==> src/rtl/lvl_irq_pkg.sv <==
package lvl_irq_pkg;

  typedef enum logic [2:0] {
    SEL_STATUS,
    SEL_EN_SET,
    SEL_EN_CLR,
    SEL_MSK_SET,
    SEL_MSK_CLR,
    SEL_NONE
  } reg_sel_e;

  // Word indices (byte offset / 4) of the live registers
  localparam logic [31:0] WIDX_STATUS  = 32'd0;
  localparam logic [31:0] WIDX_EN_SET  = 32'd1;
  localparam logic [31:0] WIDX_EN_CLR  = 32'd2;
  localparam logic [31:0] WIDX_MSK_SET = 32'd3;
  localparam logic [31:0] WIDX_MSK_CLR = 32'd4;

  // Misaligned byte lanes decode to no register.
  function automatic reg_sel_e decode_sel(input logic [1:0] lane, input logic [31:0] widx);
    reg_sel_e s;
    s = SEL_NONE;
    if (lane == 2'b00) begin
      case (widx)
        WIDX_STATUS:  s = SEL_STATUS;
        WIDX_EN_SET:  s = SEL_EN_SET;
        WIDX_EN_CLR:  s = SEL_EN_CLR;
        WIDX_MSK_SET: s = SEL_MSK_SET;
        WIDX_MSK_CLR: s = SEL_MSK_CLR;
        default:      s = SEL_NONE;
      endcase
    end
    return s;
  endfunction

endpackage

==> src/rtl/lvl_irq_setclr.sv <==
// Bit vector changed only by write-one-to-set and write-one-to-clear strobes.
module lvl_irq_setclr #(
  parameter int W = 16
) (
  input  logic         clk,
  input  logic         rst,
  input  logic         set_stb,
  input  logic         clr_stb,
  input  logic [W-1:0] bits,
  output logic [W-1:0] q
);

  logic [W-1:0] set_v;
  logic [W-1:0] clr_v;

  assign set_v = set_stb ? bits : '0;
  assign clr_v = clr_stb ? bits : '0;

  always_ff @(posedge clk) begin
    if (rst) q <= '0;
    else     q <= (q & ~clr_v) | set_v;
  end

  // without a strobe the vector must not move
  p_q_hold_r2: assert property (@(posedge clk) disable iff (rst)
    !(set_stb || clr_stb) |=> $stable(q));

  // a set strobe never drops a bit, a clear strobe never raises one
  p_set_no_drop_r3: assert property (@(posedge clk) disable iff (rst)
    (set_stb && !clr_stb) |=> ((q & $past(q)) == $past(q)));
  p_clr_no_raise_r3: assert property (@(posedge clk) disable iff (rst)
    (clr_stb && !set_stb) |=> ((q & ~$past(q)) == '0));

endmodule

==> src/rtl/lvl_irq_regfile.sv <==
// Host port decode, enable/mask storage, acknowledge vector and read mux.
module lvl_irq_regfile
  import lvl_irq_pkg::*;
#(
  parameter int NSRC   = 16,
  parameter int DW     = 16,
  parameter int ADDR_W = 8
) (
  input  logic              clk,
  input  logic              rst,
  input  logic [ADDR_W-1:0] bus_addr,
  input  logic              bus_wr,
  input  logic              bus_rd,
  input  logic [DW-1:0]     bus_wdata,
  input  logic [NSRC-1:0]   stat_q,
  output logic [NSRC-1:0]   en_q,
  output logic [NSRC-1:0]   mask_q,
  output logic [NSRC-1:0]   ack_vec,
  output logic [DW-1:0]     bus_rdata
);

  localparam int WIDX_W = ADDR_W - 2;

  reg_sel_e          sel;
  logic [NSRC-1:0]   wbits;
  logic [WIDX_W-1:0] widx;

  assign widx  = bus_addr[ADDR_W-1:2];
  assign sel   = decode_sel(bus_addr[1:0], 32'(widx));
  assign wbits = bus_wdata[NSRC-1:0];

  lvl_irq_setclr #(.W(NSRC)) u_enable (
    .clk     (clk),
    .rst     (rst),
    .set_stb (bus_wr && (sel == SEL_EN_SET)),
    .clr_stb (bus_wr && (sel == SEL_EN_CLR)),
    .bits    (wbits),
    .q       (en_q)
  );

  lvl_irq_setclr #(.W(NSRC)) u_mask (
    .clk     (clk),
    .rst     (rst),
    .set_stb (bus_wr && (sel == SEL_MSK_SET)),
    .clr_stb (bus_wr && (sel == SEL_MSK_CLR)),
    .bits    (wbits),
    .q       (mask_q)
  );

  assign ack_vec = (bus_wr && (sel == SEL_STATUS)) ? wbits : '0;

  always_ff @(posedge clk) begin
    if (rst || !bus_rd) begin
      bus_rdata <= '0;
    end else begin
      case (sel)
        SEL_STATUS:                 bus_rdata <= DW'(stat_q);
        SEL_EN_SET,  SEL_EN_CLR:    bus_rdata <= DW'(en_q);
        SEL_MSK_SET, SEL_MSK_CLR:   bus_rdata <= DW'(mask_q);
        default:                    bus_rdata <= '0;
      endcase
    end
  end

  // no read strobe, no data
  p_rdata_idle_r9: assert property (@(posedge clk) disable iff (rst)
    !bus_rd |=> (bus_rdata == '0));

  // writes to unused offsets change no gate
  p_unused_write_r7: assert property (@(posedge clk) disable iff (rst)
    (bus_wr && (sel == SEL_NONE)) |=> ($stable(en_q) && $stable(mask_q)));

  // unused offsets read as zero
  p_unused_read_r7: assert property (@(posedge clk) disable iff (rst)
    (bus_rd && (sel == SEL_NONE)) |=> (bus_rdata == '0));

endmodule

==> src/rtl/lvl_irq_status.sv <==
// Per-source pending capture with write-one acknowledge; capture wins a tie.
module lvl_irq_status #(
  parameter int NSRC = 16
) (
  input  logic            clk,
  input  logic            rst,
  input  logic [NSRC-1:0] src_lvl,
  input  logic [NSRC-1:0] en_q,
  input  logic [NSRC-1:0] ack_vec,
  output logic [NSRC-1:0] stat_q
);

  for (genvar g = 0; g < NSRC; g++) begin : g_cell
    always_ff @(posedge clk) begin
      if (rst)                      stat_q[g] <= 1'b0;
      else if (src_lvl[g] && en_q[g]) stat_q[g] <= 1'b1;
      else if (ack_vec[g])          stat_q[g] <= 1'b0;
    end
  end

  // a bit only rises after an enabled request
  p_rise_needs_req_r4: assert property (@(posedge clk) disable iff (rst)
    1'b1 |=> ((stat_q & ~$past(stat_q) & ~$past(src_lvl & en_q)) == '0));

  // a bit only falls after an acknowledge
  p_fall_needs_ack_r5: assert property (@(posedge clk) disable iff (rst)
    1'b1 |=> (($past(stat_q) & ~stat_q & ~$past(ack_vec)) == '0));

  // an enabled request is never lost to a concurrent acknowledge
  p_set_wins_r5: assert property (@(posedge clk) disable iff (rst)
    1'b1 |=> (($past(src_lvl & en_q) & ~stat_q) == '0));

endmodule

==> src/rtl/lvl_irq_merge.sv <==
// Two-gate qualification of pending bits and registered OR to one line.
module lvl_irq_merge #(
  parameter int NSRC = 16
) (
  input  logic            clk,
  input  logic            rst,
  input  logic [NSRC-1:0] stat_q,
  input  logic [NSRC-1:0] en_q,
  input  logic [NSRC-1:0] mask_q,
  output logic            irq_q
);

  logic [NSRC-1:0] live;

  assign live = stat_q & en_q & mask_q;

  always_ff @(posedge clk) begin
    if (rst) irq_q <= 1'b0;
    else     irq_q <= |live;
  end

  // a qualified source raises the line one clock later
  p_irq_rise_r6: assert property (@(posedge clk) disable iff (rst)
    (|live) |=> irq_q);

  // with no qualified source the line drops one clock later
  p_irq_quiet_r6: assert property (@(posedge clk) disable iff (rst)
    !(|live) |=> !irq_q);

endmodule

==> src/rtl/lvl_irq_combiner.sv <==
module lvl_irq_combiner #(
  parameter int NSRC   = 16,
  parameter int DW     = 16,
  parameter int ADDR_W = 8
) (
  input  logic              clk,
  input  logic              rst,
  input  logic [ADDR_W-1:0] bus_addr,
  input  logic              bus_wr,
  input  logic              bus_rd,
  input  logic [DW-1:0]     bus_wdata,
  output logic [DW-1:0]     bus_rdata,
  input  logic [NSRC-1:0]   src_lvl,
  output logic              irq_out
);

  logic [NSRC-1:0] en_q;
  logic [NSRC-1:0] mask_q;
  logic [NSRC-1:0] stat_q;
  logic [NSRC-1:0] ack_vec;

  lvl_irq_regfile #(.NSRC(NSRC), .DW(DW), .ADDR_W(ADDR_W)) u_regs (
    .clk       (clk),
    .rst       (rst),
    .bus_addr  (bus_addr),
    .bus_wr    (bus_wr),
    .bus_rd    (bus_rd),
    .bus_wdata (bus_wdata),
    .stat_q    (stat_q),
    .en_q      (en_q),
    .mask_q    (mask_q),
    .ack_vec   (ack_vec),
    .bus_rdata (bus_rdata)
  );

  lvl_irq_status #(.NSRC(NSRC)) u_status (
    .clk     (clk),
    .rst     (rst),
    .src_lvl (src_lvl),
    .en_q    (en_q),
    .ack_vec (ack_vec),
    .stat_q  (stat_q)
  );

  lvl_irq_merge #(.NSRC(NSRC)) u_merge (
    .clk    (clk),
    .rst    (rst),
    .stat_q (stat_q),
    .en_q   (en_q),
    .mask_q (mask_q),
    .irq_q  (irq_out)
  );

  // line cannot be high while every enable is clear
  p_no_irq_all_off_r8: assert property (@(posedge clk) disable iff (rst)
    (en_q == '0) |=> !irq_out);

endmodule

==> config.mk <==
export PLATFORM = sky130hd
export DESIGN_NAME = lvl_irq_combiner
export DESIGN_NICKNAME = d
export VERILOG_FILES = /design/src/rtl/lvl_irq_pkg.sv /design/src/rtl/lvl_irq_setclr.sv /design/src/rtl/lvl_irq_regfile.sv /design/src/rtl/lvl_irq_status.sv /design/src/rtl/lvl_irq_merge.sv /design/src/rtl/lvl_irq_combiner.sv
export SDC_FILE = /design/constraint.sdc
export NUM_CORES = 1
export LEC_CHECK = 0
export BUFFER_PORTS_ARGS = -buffer_cell sky130_fd_sc_hd__buf_2
export CORE_ASPECT_RATIO = 0.8
export CORE_MARGIN = 4
export CORE_UTILIZATION = 58
export CTS_CLUSTER_DIAMETER = 30
export DETAILED_ROUTE_END_ITERATION = 7
export PLACE_DENSITY = 0.9
export SLEW_MARGIN = 10
export SYNTH_ARGS = -nofsm -noshare
export SYNTH_HDL_FRONTEND = slang
export SYNTH_SLANG_ARGS = --single-unit
==> constraint.sdc <==
create_clock -name clk -period 5.6 [get_ports clk]
set_clock_uncertainty 0.2 [all_clocks]
set_input_delay 1.12 -clock clk [delete_from_list [all_inputs] [get_ports clk]]
set_output_delay 1.12 -clock clk [all_outputs]
set_load 0.005 [all_outputs]
After elaboration in Yosys (flattened, before gate mapping)
Cells that the tools add are included.
Widths: inputs -> output; s select.

storage, ports and cells
  register bits after elaboration = 65
  input bits = 44
  output and inout bits = 17

operators by class
  eq/ne operators = 8
  multiplexer cells = 40
  bitwise gates (word level) = 8
  reduce and logical (&&, ||, !) cells = 45

operator list
  kind                number
  $mux 16             5
  $and 16x16->16      4
  $pmux 16 s3         1
  $mux 1              32
  $not 16->16         2
  $or 16x16->16       2
  $reduce_bool 2->1   16
  $logic_and 1x1->1   21
  $reduce_or 16->1    1
  $pmux 3 s5          1
  $eq 6x2->1 const B  2
  $eq 3x2->1 const B  2
  $eq 6x1->1 const B  1
  $eq 6x3->1 const B  1
  $logic_not 6->1     1
  $reduce_or 2->1     2
  $eq 3x1->1 const B  1
  $eq 3x3->1 const B  1
  $logic_not 3->1     1
  $mux 3              1
  $logic_not 2->1     1
  $logic_not 1->1     1
  $logic_or 1x1->1    1

Logic depth before layout (Yosys ltp)
  depth in word-level cells = 9
  gate-level depth with buffers = 7

Hierarchy
Synthesis repeated with hierarchy kept, for this count alone.

unflattened totals
  cell total of the unflattened synthesis = 369
  area, all modules = 3468.3 um^2

by module, submodules not included
  module           times used  cells each  area each (um^2)  sequential area each (um^2)
  lvl_irq_setclr   2           70          704.4             320.3
  lvl_irq_regfile  1           141         1281.2            320.3
  lvl_irq_status   1           66          636.9             320.3
  lvl_irq_merge    1           22          141.4             20.0

Worst setup path after synthesis
Ideal clock, no wire load.

  kind = input to register
  start = input bus_addr[5]
  end = register u_regs.u_enable.q[0]
  setup time = 0.117 ns
  arrival = 2.600 ns
  slack = 2.683 ns
  cell stages on the path = 6
  cell sequence = or4_4 -> buf_6 -> nor4b_4 -> buf_6 -> nand2_1 -> a32o_1

on the way
  longest elaborated chain between the ends = 9
  elaborated cells on any way between the ends = 16

ends and longest elaborated chain
  element                                   RTL line               source
  start: declaration                        lvl_irq_combiner.sv:8  input logic [ADDR_W-1:0] bus_addr,
  $eq 6x3->1, or another cell as far along  lvl_irq_pkg.sv:24      case (widx)
  $pmux 3 s5 (*)                            lvl_irq_pkg.sv:24
  $mux 3 (*)                                lvl_irq_pkg.sv:23      if (lane == 2'b00) begin
  $eq 3x2->1                                lvl_irq_regfile.sv:36  .clr_stb (bus_wr && (sel == SEL_EN_CLR)),
  $logic_and 1x1->1                         lvl_irq_regfile.sv:36
  $mux 16                                   lvl_irq_setclr.sv:17   assign clr_v = clr_stb ? bits : '0;
  $not 16->16                               lvl_irq_setclr.sv:21   else q <= (q & ~clr_v) | set_v;
  $and 16x16->16                            lvl_irq_setclr.sv:21
  $or 16x16->16 (*)                         lvl_irq_setclr.sv:21
  end signal: assignment                    lvl_irq_setclr.sv:21
  end: declaration                          lvl_irq_setclr.sv:10   output logic [W-1:0] q

Every way passes the cells marked *; elsewhere a longest branch is shown, timed or not.
A chain may end at the register's enable or synchronous reset.

Worst setup path in the final report
  start = input bus_addr[2]
  end = register u_regs.bus_rdata[8]

on the way
  longest elaborated chain between the ends = 6
  elaborated cells on any way between the ends = 15

ends and longest elaborated chain
  element                                   RTL line               source
  $eq 6x3->1, or another cell as far along  lvl_irq_pkg.sv:24
  $pmux 3 s5 (*)                            lvl_irq_pkg.sv:24
  $mux 3 (*)                                lvl_irq_pkg.sv:23
  $eq 3x3->1, or another cell as far along  lvl_irq_regfile.sv:56  case (sel)
  $reduce_or 2->1                           lvl_irq_regfile.sv:56
  $pmux 16 s3 (*)                           lvl_irq_regfile.sv:56
  end signal: assignment                    lvl_irq_regfile.sv:57  SEL_STATUS: bus_rdata <= DW'(stat_q);
  end signal: assignment                    lvl_irq_regfile.sv:58  SEL_EN_SET, SEL_EN_CLR: bus_rdata <= DW'(en_q);
  end signal: assignment                    lvl_irq_regfile.sv:59  SEL_MSK_SET, SEL_MSK_CLR: bus_rdata <= DW'(mask_q);
  end: declaration                          lvl_irq_regfile.sv:19  output logic [DW-1:0] bus_rdata

Marked as above.

==> reports/qor.txt <==
max-slew violations = 0
Worst-path clk slew = 70 ps
largest net degree at the start of global routing = 30
count leader, synth = dfxtp_1
Post-synth EDFFs = 0
Core Area = 4760 sq um
Syn Nets = 374
Synth Flop Type = dfxtp_1
share of layout cells above drive strength 1 = 0.220
Chip Height = 72.0 um
# nets final = 421
Port-buffer cells = 60
DR DRC count = 0
First-pass DRT Iterations = 5
FP Rows = 22
hold_ws = 294 ps
ranking of synthesized cells by area = dfxtp_1, a32o_1, nand2_1
leading area contributor after synthesis = dfxtp_1
max cap viols = 0
initial drt markers = 274
Req. time, crit path = 5660 ps
final hold viol count = 0
power density over the cells = 261 nW/um^2
Max VDD drop = 176 uV
die area = 6330 sq um
detailed placer's ending HPWL = 5.25 mm
antenna cells = 0
max frequency = 0.299 GHz
mapped cell area = 2970 sq um
total global-route track usage = 0.266
capturing element type of the critical path = flop
WL per Instance = 18.8 um
share of Yosys cell area claimed by the top area cell type = 0.438
Area Growth Syn to Fin = 14.8%
FF+latch count, synth = 65
global-route wire length before repair = 12.9 mm
Sink Count = 65
Pleak = 1.20 nW
final setup margin = 2250 ps
Post-synth top cells = dfxtp_1, nand2_1, nand3_1
clk buf depth = 2
total CTS buffers = 9
setup TNS = 0 ps
unrepaired setup endpoints after global routing = false
initial antenna violation count = 0
Post-Synthesis Cells = 330
initial core utilization = 0.623
vias in the first global route = 2769
number of routed nets with antenna violations = 0
FFs w/ async S/R, synth = 0
Filler Cells Inserted = 390
CTS Root Cell = clkbuf_8
CTS tree = yes
Setup violations, final = 0
Die X = 88.0 um
vias = 2836
Hold Path Class = flop to flop
# resized after CTS = 0
GRT overflow = 0
Post-CTS Setup Bufs = 0
startpoint types = input pin
Worst-Skew Late Latency = 350 ps
IO Pins = 61
Mean Syn Cell Area = 8.99 sq um
CP Max Fanout = 25
synth unique cells = 32
H-tree Lvls = 3
# hold bufs at CTS = 0
Ys Warns = 0
pre-CTS setup slack = 1950 ps
Worst-Margin Slew = 1240 ps
Slew headroom = 0.174
vias per inst = 6.43
status = completed
post-route minimum period = 3350 ps
WL final = 8.29 mm
crit path DAT = 3410 ps
Final period util = 0.598
worst setup path category = input pin to flop
post-synthesis sequential area ratio = 0.438
GPL Wtd Cong = 0.816
==> area by class of cell <==
type                       count  area (sq um)  area share
multi-input combinational    235          1520       0.445
timing repair buffer          63           323      0.0947
tap                           60          75.1      0.0220
clock inverter                 2          12.5     0.00367
sequential                    65          1300       0.382
inverter                       3          11.3     0.00331
clock buffer                  13           169      0.0496
==> registers in the layout, summed over array words and instances (netlist names) <==
signal / flops
u_regs.bus_rdata: 16
u_regs.u_enable.q: 16
u_regs.u_mask.q: 16
u_status.stat_q: 16
u_merge.irq_q: 1
==> power by group <==
group / switching [mW] / total (mW) / internal [mW]
Sequential: 0.000466 / 0.463 / 0.463
Clock: 0.175 / 0.369 / 0.194
Combinational: 0.0377 / 0.0567 / 0.0190
==> critical path, cell delays in order <==
cell      delay [ps]
buf_2            310
or3b_2           580
a211oi_2        1010
a22oi_1          230
nor2_1           150
==> logic make-up after synthesis <==
| kind of cell | after synthesis | synth area share |
|---|---|---|
| and+or+nand+nor | 118 | 0.196 |
| muxes | 16 | 0.0540 |
| buffers and inverters | 30 | 0.0510 |
| AOI/OAI and AO/OA | 101 | 0.261 |
| DFF | 65 | 0.438 |
==> per-stage QoR <==
stage | instance area, sq um | power [mW] | std cells | util
3_3_place_gp | 3230 | 0.527 | 426 | 0.677
5_1_grt | 3410 | 0.911 | 441 | 0.715
2_1_floorplan | 2970 | 0.499 | 330 | -
6_report | 3410 | 0.889 | 441 | 0.715
3_5_place_dp | 3230 | 0.528 | 426 | 0.677
4_1_cts | 3410 | 0.888 | 441 | 0.715
==> final timing paths <==
check / endpoint / from / slack, ps / cells after the start
setup / recovery: u_regs.bus_rdata[8]$_SDFF_PP0_ / bus_addr[2] / 2250 / 5
hold / removal: u_status.stat_q[14]$_SDFFE_PP0P_ / u_status.stat_q[14]$_SDFFE_PP0P_ / 290 / 2
setup reg to reg: u_merge.irq_q$_SDFF_PP0_ / u_regs.u_enable.q[15]$_SDFF_PP0_ / 4270 / 4
hold reg to reg: u_status.stat_q[14]$_SDFFE_PP0P_ / u_status.stat_q[14]$_SDFFE_PP0P_ / 290 / 2
==> layout by cell type, fill, tap and decap left out, types with 2 or more instances in the layout <==
cell type  Yosys  routed
buf_2          5      60
nand4_1        5       5
and4_1         2       2
nor4b_1        2       2
a21oi_1       17      17
inv_1          2       2
nand2_1       47      47
buf_4          2       3
a22oi_1       16      16
a32o_1        31      31
o2bb2ai_1     16      16
o21ai_0       18      18
nor2_1        20      20
dfxtp_1       65      65
clkbuf_8       0      12
or2_2          2       2
nand3_1       32      32
mux2i_1       16      16
==> per-layer routing <==
layer | up-vias | track usage | wire, um
li1 | 1341 | - | -
met5 | - | 0 | 0
met2 | 152 | 0.437 | 3970
met3 | 16 | 0.0863 | 858
met4 | 0 | 0.111 | 113
met1 | 1327 | 0.321 | 3350
Note: power is estimated with default switching activity, not from simulation.
